### config.mk
export PLATFORM = sky130hd
export DESIGN_NAME = quad_disc_counter
export DESIGN_NICKNAME = d
export VERILOG_FILES = /design/src/rtl/quad_pkg.sv /design/src/rtl/quad_sampler.sv /design/src/rtl/quad_edge_qual.sv /design/src/rtl/quad_updown_cnt.sv /design/src/rtl/quad_disc_counter.sv
export SDC_FILE = /design/constraint.sdc
export NUM_CORES = 1
export LEC_CHECK = 0
export ABC_AREA = 1
export BUFFER_PORTS_ARGS = -buffer_cell sky130_fd_sc_hd__clkbuf_2
export CORE_MARGIN = 1
export CORE_UTILIZATION = 45
export CTS_BUF_LIST = sky130_fd_sc_hd__clkbuf_4
export CTS_CLUSTER_DIAMETER = 60
export DETAILED_ROUTE_END_ITERATION = 8
export PLACE_DENSITY = 0.76
export SYNTH_ARGS = -nofsm -noshare
export SYNTH_HDL_FRONTEND = slang
export SYNTH_HIERARCHICAL = 1
export SYNTH_SLANG_ARGS = --single-unit
### constraint.sdc
create_clock -name clk_i -period 5.3 [get_ports clk_i]
set_input_delay 0.795 -clock clk_i [delete_from_list [all_inputs] [get_ports clk_i]]
set_output_delay 0.795 -clock clk_i [all_outputs]
set_load 0.01 [all_outputs]
### src/rtl/quad_pkg.sv
package quad_pkg;
  typedef enum logic [2:0] {
    MODE_EXT  = 3'd0,
    MODE_X1_A = 3'd1,
    MODE_X1_B = 3'd2,
    MODE_X2_A = 3'd3,
    MODE_X2_B = 3'd4,
    MODE_X4   = 3'd5,
    MODE_RSV6 = 3'd6,
    MODE_RSV7 = 3'd7
  } quad_mode_e;

  typedef struct packed {
    logic a;
    logic b;
  } ab_t;
endpackage

### src/rtl/quad_sampler.sv
module quad_sampler
  import quad_pkg::*;
(
  input  logic clk_i,
  input  logic rst_ni,
  input  logic a_i,
  input  logic b_i,
  output ab_t  cur_o,
  output ab_t  prev_o
);
  ab_t s1_q, s2_q;

  always_ff @(negedge clk_i or negedge rst_ni) begin
    if (!rst_ni) s1_q <= '0;
    else         s1_q <= '{a: a_i, b: b_i};
  end

  always_ff @(posedge clk_i or negedge rst_ni) begin
    if (!rst_ni) s2_q <= '0;
    else         s2_q <= s1_q;
  end

  assign cur_o  = s1_q;
  assign prev_o = s2_q;


  rst_clear_chk: assert property (@(posedge clk_i) !rst_ni |-> (s1_q == '0 && s2_q == '0));
endmodule

### src/rtl/quad_edge_qual.sv
module quad_edge_qual
  import quad_pkg::*;
(
  input  quad_mode_e mode_i,
  input  ab_t        cur_i,
  input  ab_t        prev_i,
  input  logic       casc_up_ni,
  input  logic       casc_dn_ni,
  output logic       inc_o,
  output logic       dec_o,
  output logic       err_o
);
  logic ch_a, ch_b, both, fwd_a, fwd_b, use_a, use_b;

  assign ch_a  = cur_i.a ^ prev_i.a;
  assign ch_b  = cur_i.b ^ prev_i.b;
  assign both  = ch_a & ch_b;
  // A edge is forward when new A differs from B; B edge when new B equals A
  assign fwd_a = cur_i.a ^ prev_i.b;
  assign fwd_b = ~(cur_i.b ^ prev_i.a);

  always_comb begin
    use_a = 1'b0;
    use_b = 1'b0;
    unique case (mode_i)
      MODE_X1_A: use_a = ch_a & ~prev_i.b;
      MODE_X1_B: use_b = ch_b &  prev_i.a;
      MODE_X2_A: use_a = ch_a;
      MODE_X2_B: use_b = ch_b;
      MODE_X4: begin
        use_a = ch_a;
        use_b = ch_b;
      end
      default: ;
    endcase
  end

  always_comb begin
    inc_o = 1'b0;
    dec_o = 1'b0;
    err_o = 1'b0;
    unique case (mode_i)
      MODE_EXT: begin
        inc_o = ~casc_up_ni &  casc_dn_ni;
        dec_o =  casc_up_ni & ~casc_dn_ni;
      end
      MODE_X1_A, MODE_X1_B, MODE_X2_A, MODE_X2_B, MODE_X4: begin
        err_o = both;
        if (!both) begin
          inc_o = (use_a & fwd_a)  | (use_b & fwd_b);
          dec_o = (use_a & ~fwd_a) | (use_b & ~fwd_b);
        end
      end
      default: ;
    endcase
  end
endmodule

### src/rtl/quad_updown_cnt.sv
module quad_updown_cnt #(
  parameter int CNT_W  = 16,
  parameter int NBYTES = CNT_W / 8,
  parameter int SEL_W  = (NBYTES > 1) ? $clog2(NBYTES) : 1
) (
  input  logic             clk_i,
  input  logic             rst_ni,
  input  logic             inc_i,
  input  logic             dec_i,
  input  logic             ld_en_i,
  input  logic [SEL_W-1:0] ld_sel_i,
  input  logic [7:0]       ld_data_i,
  output logic [CNT_W-1:0] cnt_o,
  output logic             up_o,
  output logic             dn_o,
  output logic             carry_no,
  output logic             borrow_no
);
  localparam logic [CNT_W-1:0] ALL1 = {CNT_W{1'b1}};

  logic [CNT_W-1:0] cnt_q, cnt_d, ld_val;
  logic up_d, dn_d;

  always_comb begin
    ld_val = cnt_q;
    for (int i = 0; i < NBYTES; i++) begin
      if (ld_sel_i == SEL_W'(i)) ld_val[i*8 +: 8] = ld_data_i;
    end
  end

  always_comb begin
    cnt_d = cnt_q;
    up_d  = 1'b0;
    dn_d  = 1'b0;
    if (ld_en_i) begin
      cnt_d = ld_val;
    end else if (inc_i) begin
      cnt_d = cnt_q + 1'b1;
      up_d  = 1'b1;
    end else if (dec_i) begin
      cnt_d = cnt_q - 1'b1;
      dn_d  = 1'b1;
    end
  end

  always_ff @(posedge clk_i or negedge rst_ni) begin
    if (!rst_ni) begin
      cnt_q     <= '0;
      up_o      <= 1'b0;
      dn_o      <= 1'b0;
      carry_no  <= 1'b1;
      borrow_no <= 1'b1;
    end else begin
      cnt_q     <= cnt_d;
      up_o      <= up_d;
      dn_o      <= dn_d;
      carry_no  <= ~(up_d & (cnt_q == ALL1));
      borrow_no <= ~(dn_d & (cnt_q == '0));
    end
  end

  assign cnt_o = cnt_q;


  step_up_chk: assert property (@(posedge clk_i) disable iff (!rst_ni)
    up_o |-> cnt_q == $past(cnt_q) + 1'b1);

  step_dn_chk: assert property (@(posedge clk_i) disable iff (!rst_ni)
    dn_o |-> cnt_q == $past(cnt_q) - 1'b1);

  up_dn_excl_chk: assert property (@(posedge clk_i) disable iff (!rst_ni)
    !(up_o && dn_o));

  carry_wrap_chk: assert property (@(posedge clk_i) disable iff (!rst_ni)
    !carry_no |-> (up_o && cnt_q == '0));

  borrow_wrap_chk: assert property (@(posedge clk_i) disable iff (!rst_ni)
    !borrow_no |-> (dn_o && cnt_q == ALL1));
endmodule

### src/rtl/quad_disc_counter.sv
module quad_disc_counter
  import quad_pkg::*;
#(
  parameter int  CNT_W  = 16,
  localparam int NBYTES = CNT_W / 8,
  localparam int SEL_W  = (NBYTES > 1) ? $clog2(NBYTES) : 1
) (
  input  logic             clk_i,
  input  logic             rst_ni,
  input  logic             a_i,
  input  logic             b_i,
  input  logic [2:0]       mode_i,
  input  logic             casc_up_ni,
  input  logic             casc_dn_ni,
  input  logic             ld_en_i,
  input  logic [SEL_W-1:0] ld_sel_i,
  input  logic [7:0]       ld_data_i,
  output logic [CNT_W-1:0] cnt_o,
  output logic             up_o,
  output logic             dn_o,
  output logic             err_o,
  output logic             carry_no,
  output logic             borrow_no
);
  ab_t  cur, prev;
  logic inc, dec, err;

  quad_sampler u_sampler (
    .clk_i  (clk_i),
    .rst_ni (rst_ni),
    .a_i    (a_i),
    .b_i    (b_i),
    .cur_o  (cur),
    .prev_o (prev)
  );

  quad_edge_qual u_qual (
    .mode_i     (quad_mode_e'(mode_i)),
    .cur_i      (cur),
    .prev_i     (prev),
    .casc_up_ni (casc_up_ni),
    .casc_dn_ni (casc_dn_ni),
    .inc_o      (inc),
    .dec_o      (dec),
    .err_o      (err)
  );

  quad_updown_cnt #(.CNT_W(CNT_W)) u_cnt (
    .clk_i     (clk_i),
    .rst_ni    (rst_ni),
    .inc_i     (inc),
    .dec_i     (dec),
    .ld_en_i   (ld_en_i),
    .ld_sel_i  (ld_sel_i),
    .ld_data_i (ld_data_i),
    .cnt_o     (cnt_o),
    .up_o      (up_o),
    .dn_o      (dn_o),
    .carry_no  (carry_no),
    .borrow_no (borrow_no)
  );

  always_ff @(posedge clk_i or negedge rst_ni) begin
    if (!rst_ni) err_o <= 1'b0;
    else         err_o <= err;
  end


  err_no_step_chk: assert property (@(posedge clk_i) disable iff (!rst_ni)
    err_o |-> !up_o && !dn_o);
endmodule

==> impl_metrics.toml <==
[cells_and_area]
final_area_um2 = 2780
final_cell_count_no_fill = 463
final_layout_size_suffix_gt1_share_pct = 26.8
final_nets = 431
area_growth_pct = 22.0
n_antenna_cell = 0

[yosys]
synthTopCellsByArea = "dfrtp_1 23%, nand2_1 17%, inv_1 9.1%"
ys_types = 35
synth_ff_type = "dfrtp_1"
yosys_warnings = 6
syn-num-nets = 385
syn_area_um2 = 2280
yosysSeqAreaShare_pct = 27.6
synth_common_cells = "101 x nand2_1, 55 x inv_1, 33 x nor2_1, 29 x a21oi_1, 25 x nand3_1"
synth_most_common_cell = "nand2_1"
yosysTopAreaCell = "dfrtp_1"
synth_edf_count = 0
yosys.area.top_type_share_pct = 23.1
ys_ff_latch = 25
async_flop_share_pct = 100
avgSynthCellArea_um2 = 6.49
synth_cells = 351

[floorplan]
initial_core_util_pct = 47.6
die_y_um = 73.1
die_area_um2 = 5350
coreArea_um2 = 4790
die_x_um = 73.1
placement_rows = 25
pin_count = 40

[global_routing]
grt_use_met3_pct = 1.66
grt_max_degree = 26
grt_pass1_vias = 2069
grt_remaining_overflow = 0
grt_pass1_wl_um = 9360
busiest_layer = "met2"
grtUsageTotal_pct = 22.5
met2_usage_pct = 38.1
use_met1_pct = 31.5
grt_antenna_before_repair = 0

[detailed_routing]
via_per_inst = 5.18
wl_um = 6010
final_antenna_net_count = 0
dr.pass1.iters = 5
route.detailed.drc = 0
vias = 2400
drt-initial-drc-count = 203
avgRoutedWirePerCell_um = 13.0

[critical_path]
cp-start-kind = "flip-flop"
crit_path_max_fanout = 5
endpoint_kind = "flip-flop"
crit_type = "reg -> reg"
arrival_ps = 5390
cp-startpoint = "u_sampler/cur_o[1]"
r2r_start = "u_sampler/cur_o[1]"
cp.required_ps = 5550

[clock_network]
clk_pin_slew_ps = 130
root_buffer = "clkbuf_4"
clock-sinks = 25
cts_tree = "yes"
clk_latency_ps = 310
clockBufferDepth = 2
holdBufCountCts = 0
cts_buffers = 3
cts.htree.levels = 1

[placed_design]
io_buffers = 39
hpwl_um = 4520
dpl_cell_area_um2 = 2560
dp_cells = 455
gp_congestion = 0.883

[timing]
relSlewSlack_pct = 59.4
grt_setup_unrepaired = "yes"
max_slew.worst_pin.slew_ps = 609
finalHoldViolations = 0
skew_ps = 6.93
setup_viol = 0
slew_violations = 0

[power]
power.density_nw_per_um2 = 417
peakVddDrop_mv = 0.151
total_power_w = 0.00116
p_leak_nw = 1.49

[run]
cap_violations = 0

[status]
outcome = "finished, final reports clean"

[worst_hold_path]
hold_path.class = "in -> async"
## critical path, stage by stage, from the launching register on
cell and delay [ps]:
dfrtn_1 390, buf_4 150, nand2_1 80, nand2_1 60, nor2_1 110, nand3_1 90, nand2_1 60, nand2_1 40
nand2_1 80, inv_2 80, ha_1 370, or2_4 290, nand3_2 100, nand2_4 70, nand2_2 60, nand2_1 60
nand2_1 60, nand3_1 110, a21oi_1 160
## cell usage in the layout (no fill, tap or decap), types with 2 or more instances in the layout
master | synthesis | routed
nand2_2 | 8 | 13
a21oi_2 | 4 | 7
dfrtp_1 | 21 | 21
clkbuf_2 | 0 | 39
nand4_1 | 7 | 7
dfstp_2 | 2 | 2
ha_4 | 0 | 8
clkbuf_4 | 0 | 3
nor2_1 | 33 | 32
ha_1 | 14 | 3
inv_1 | 55 | 54
dfrtn_1 | 2 | 2
nor4_1 | 4 | 4
inv_2 | 7 | 8
a21oi_1 | 29 | 26
ha_2 | 0 | 3
nor2_2 | 1 | 2
xnor2_1 | 2 | 2
nand3_2 | 5 | 6
xor2_1 | 4 | 4
nor3_2 | 4 | 4
or2_0 | 2 | 2
o21ai_0 | 5 | 5
nand3_1 | 25 | 24
nand2_1 | 101 | 96
buf_4 | 1 | 4
nand3b_1 | 2 | 2
## registers in the layout, indices dropped and copies added, names as in the netlist
| name | flops |
|---|---|
| u_sampler/cur_o | 2 |
| err_o | 1 |
| u_cnt/borrow_no | 1 |
| u_cnt/cnt_o | 16 |
| u_cnt/carry_no | 1 |
| u_cnt/dn_o | 1 |
| u_cnt/up_o | 1 |
| u_sampler/prev_o | 2 |
## stage by stage
step                      utilization, %  hold WS [ps]  setup TNS, ps  worst slack [ps]
after detailed placement            53.6           581              0               100
final                               58.0           465              0               152
after floorplan                        -           499              0               134
after global routing                58.0           500          -53.2             -23.6
after CTS                           54.1           483              0              91.1
after global placement              53.6           591              0               187
## area by class of cell
cell class                      instances  area (µm²)
Fill cell                             463        2010
Multi-Input combinational cell        260        1540
Sequential cell                        25         628
Timing Repair Buffer                   45         270
Inverter                               62         233
Tap cell                               67        83.8
Clock buffer                            3        22.5
Clock inverter                          1        5.00
## power breakdown
group	internal [W]	switching (W)	total [W]
clock network	0.0000282	0.0000549	0.0000830
logic	0.000310	0.000452	0.000763
registers	0.000234	0.0000772	0.000311
total	0.000573	0.000584	0.00116
## path summary, 6_finish.rpt
check	cells after the start	to	slack, ps
max in group asynchronous	1	u_sampler/cur_o[0]	1870
min in group clk_i	2	u_cnt/cnt_o[15]	610
setup reg to reg	18	u_cnt/cnt_o[9]	150
hold reg to reg	2	u_cnt/cnt_o[15]	610
setup / recovery	18	u_cnt/cnt_o[9]	150
hold / removal	1	u_sampler/prev_o[1]	460
## cells by family (layout without fill, tap and decap cells)
family,count (synthesis),after routing,share of synthesized area [%]
xor gates and xnor gates,6,6,2.31
DFF,25,25,27.6
and+or+nand+nor,198,198,40.2
buffers and inverters,66,111,11.1
adders and majority gates,15,15,8.57
AOI/OAI and AO/OA,41,41,10.3
## routing by layer
metal  wire length, µm  part of all wire (%)
met5                 0                     0
met4                86                   1.4
met3               319                   5.3
met2              2800                    47
met1              2800                    47
## repair_timing
item	in CTS	in global routing
setup endpoints to repair	0	11
setup buffers	0	3
resized for setup	0	24
Power figures use the tool's default switching activity.
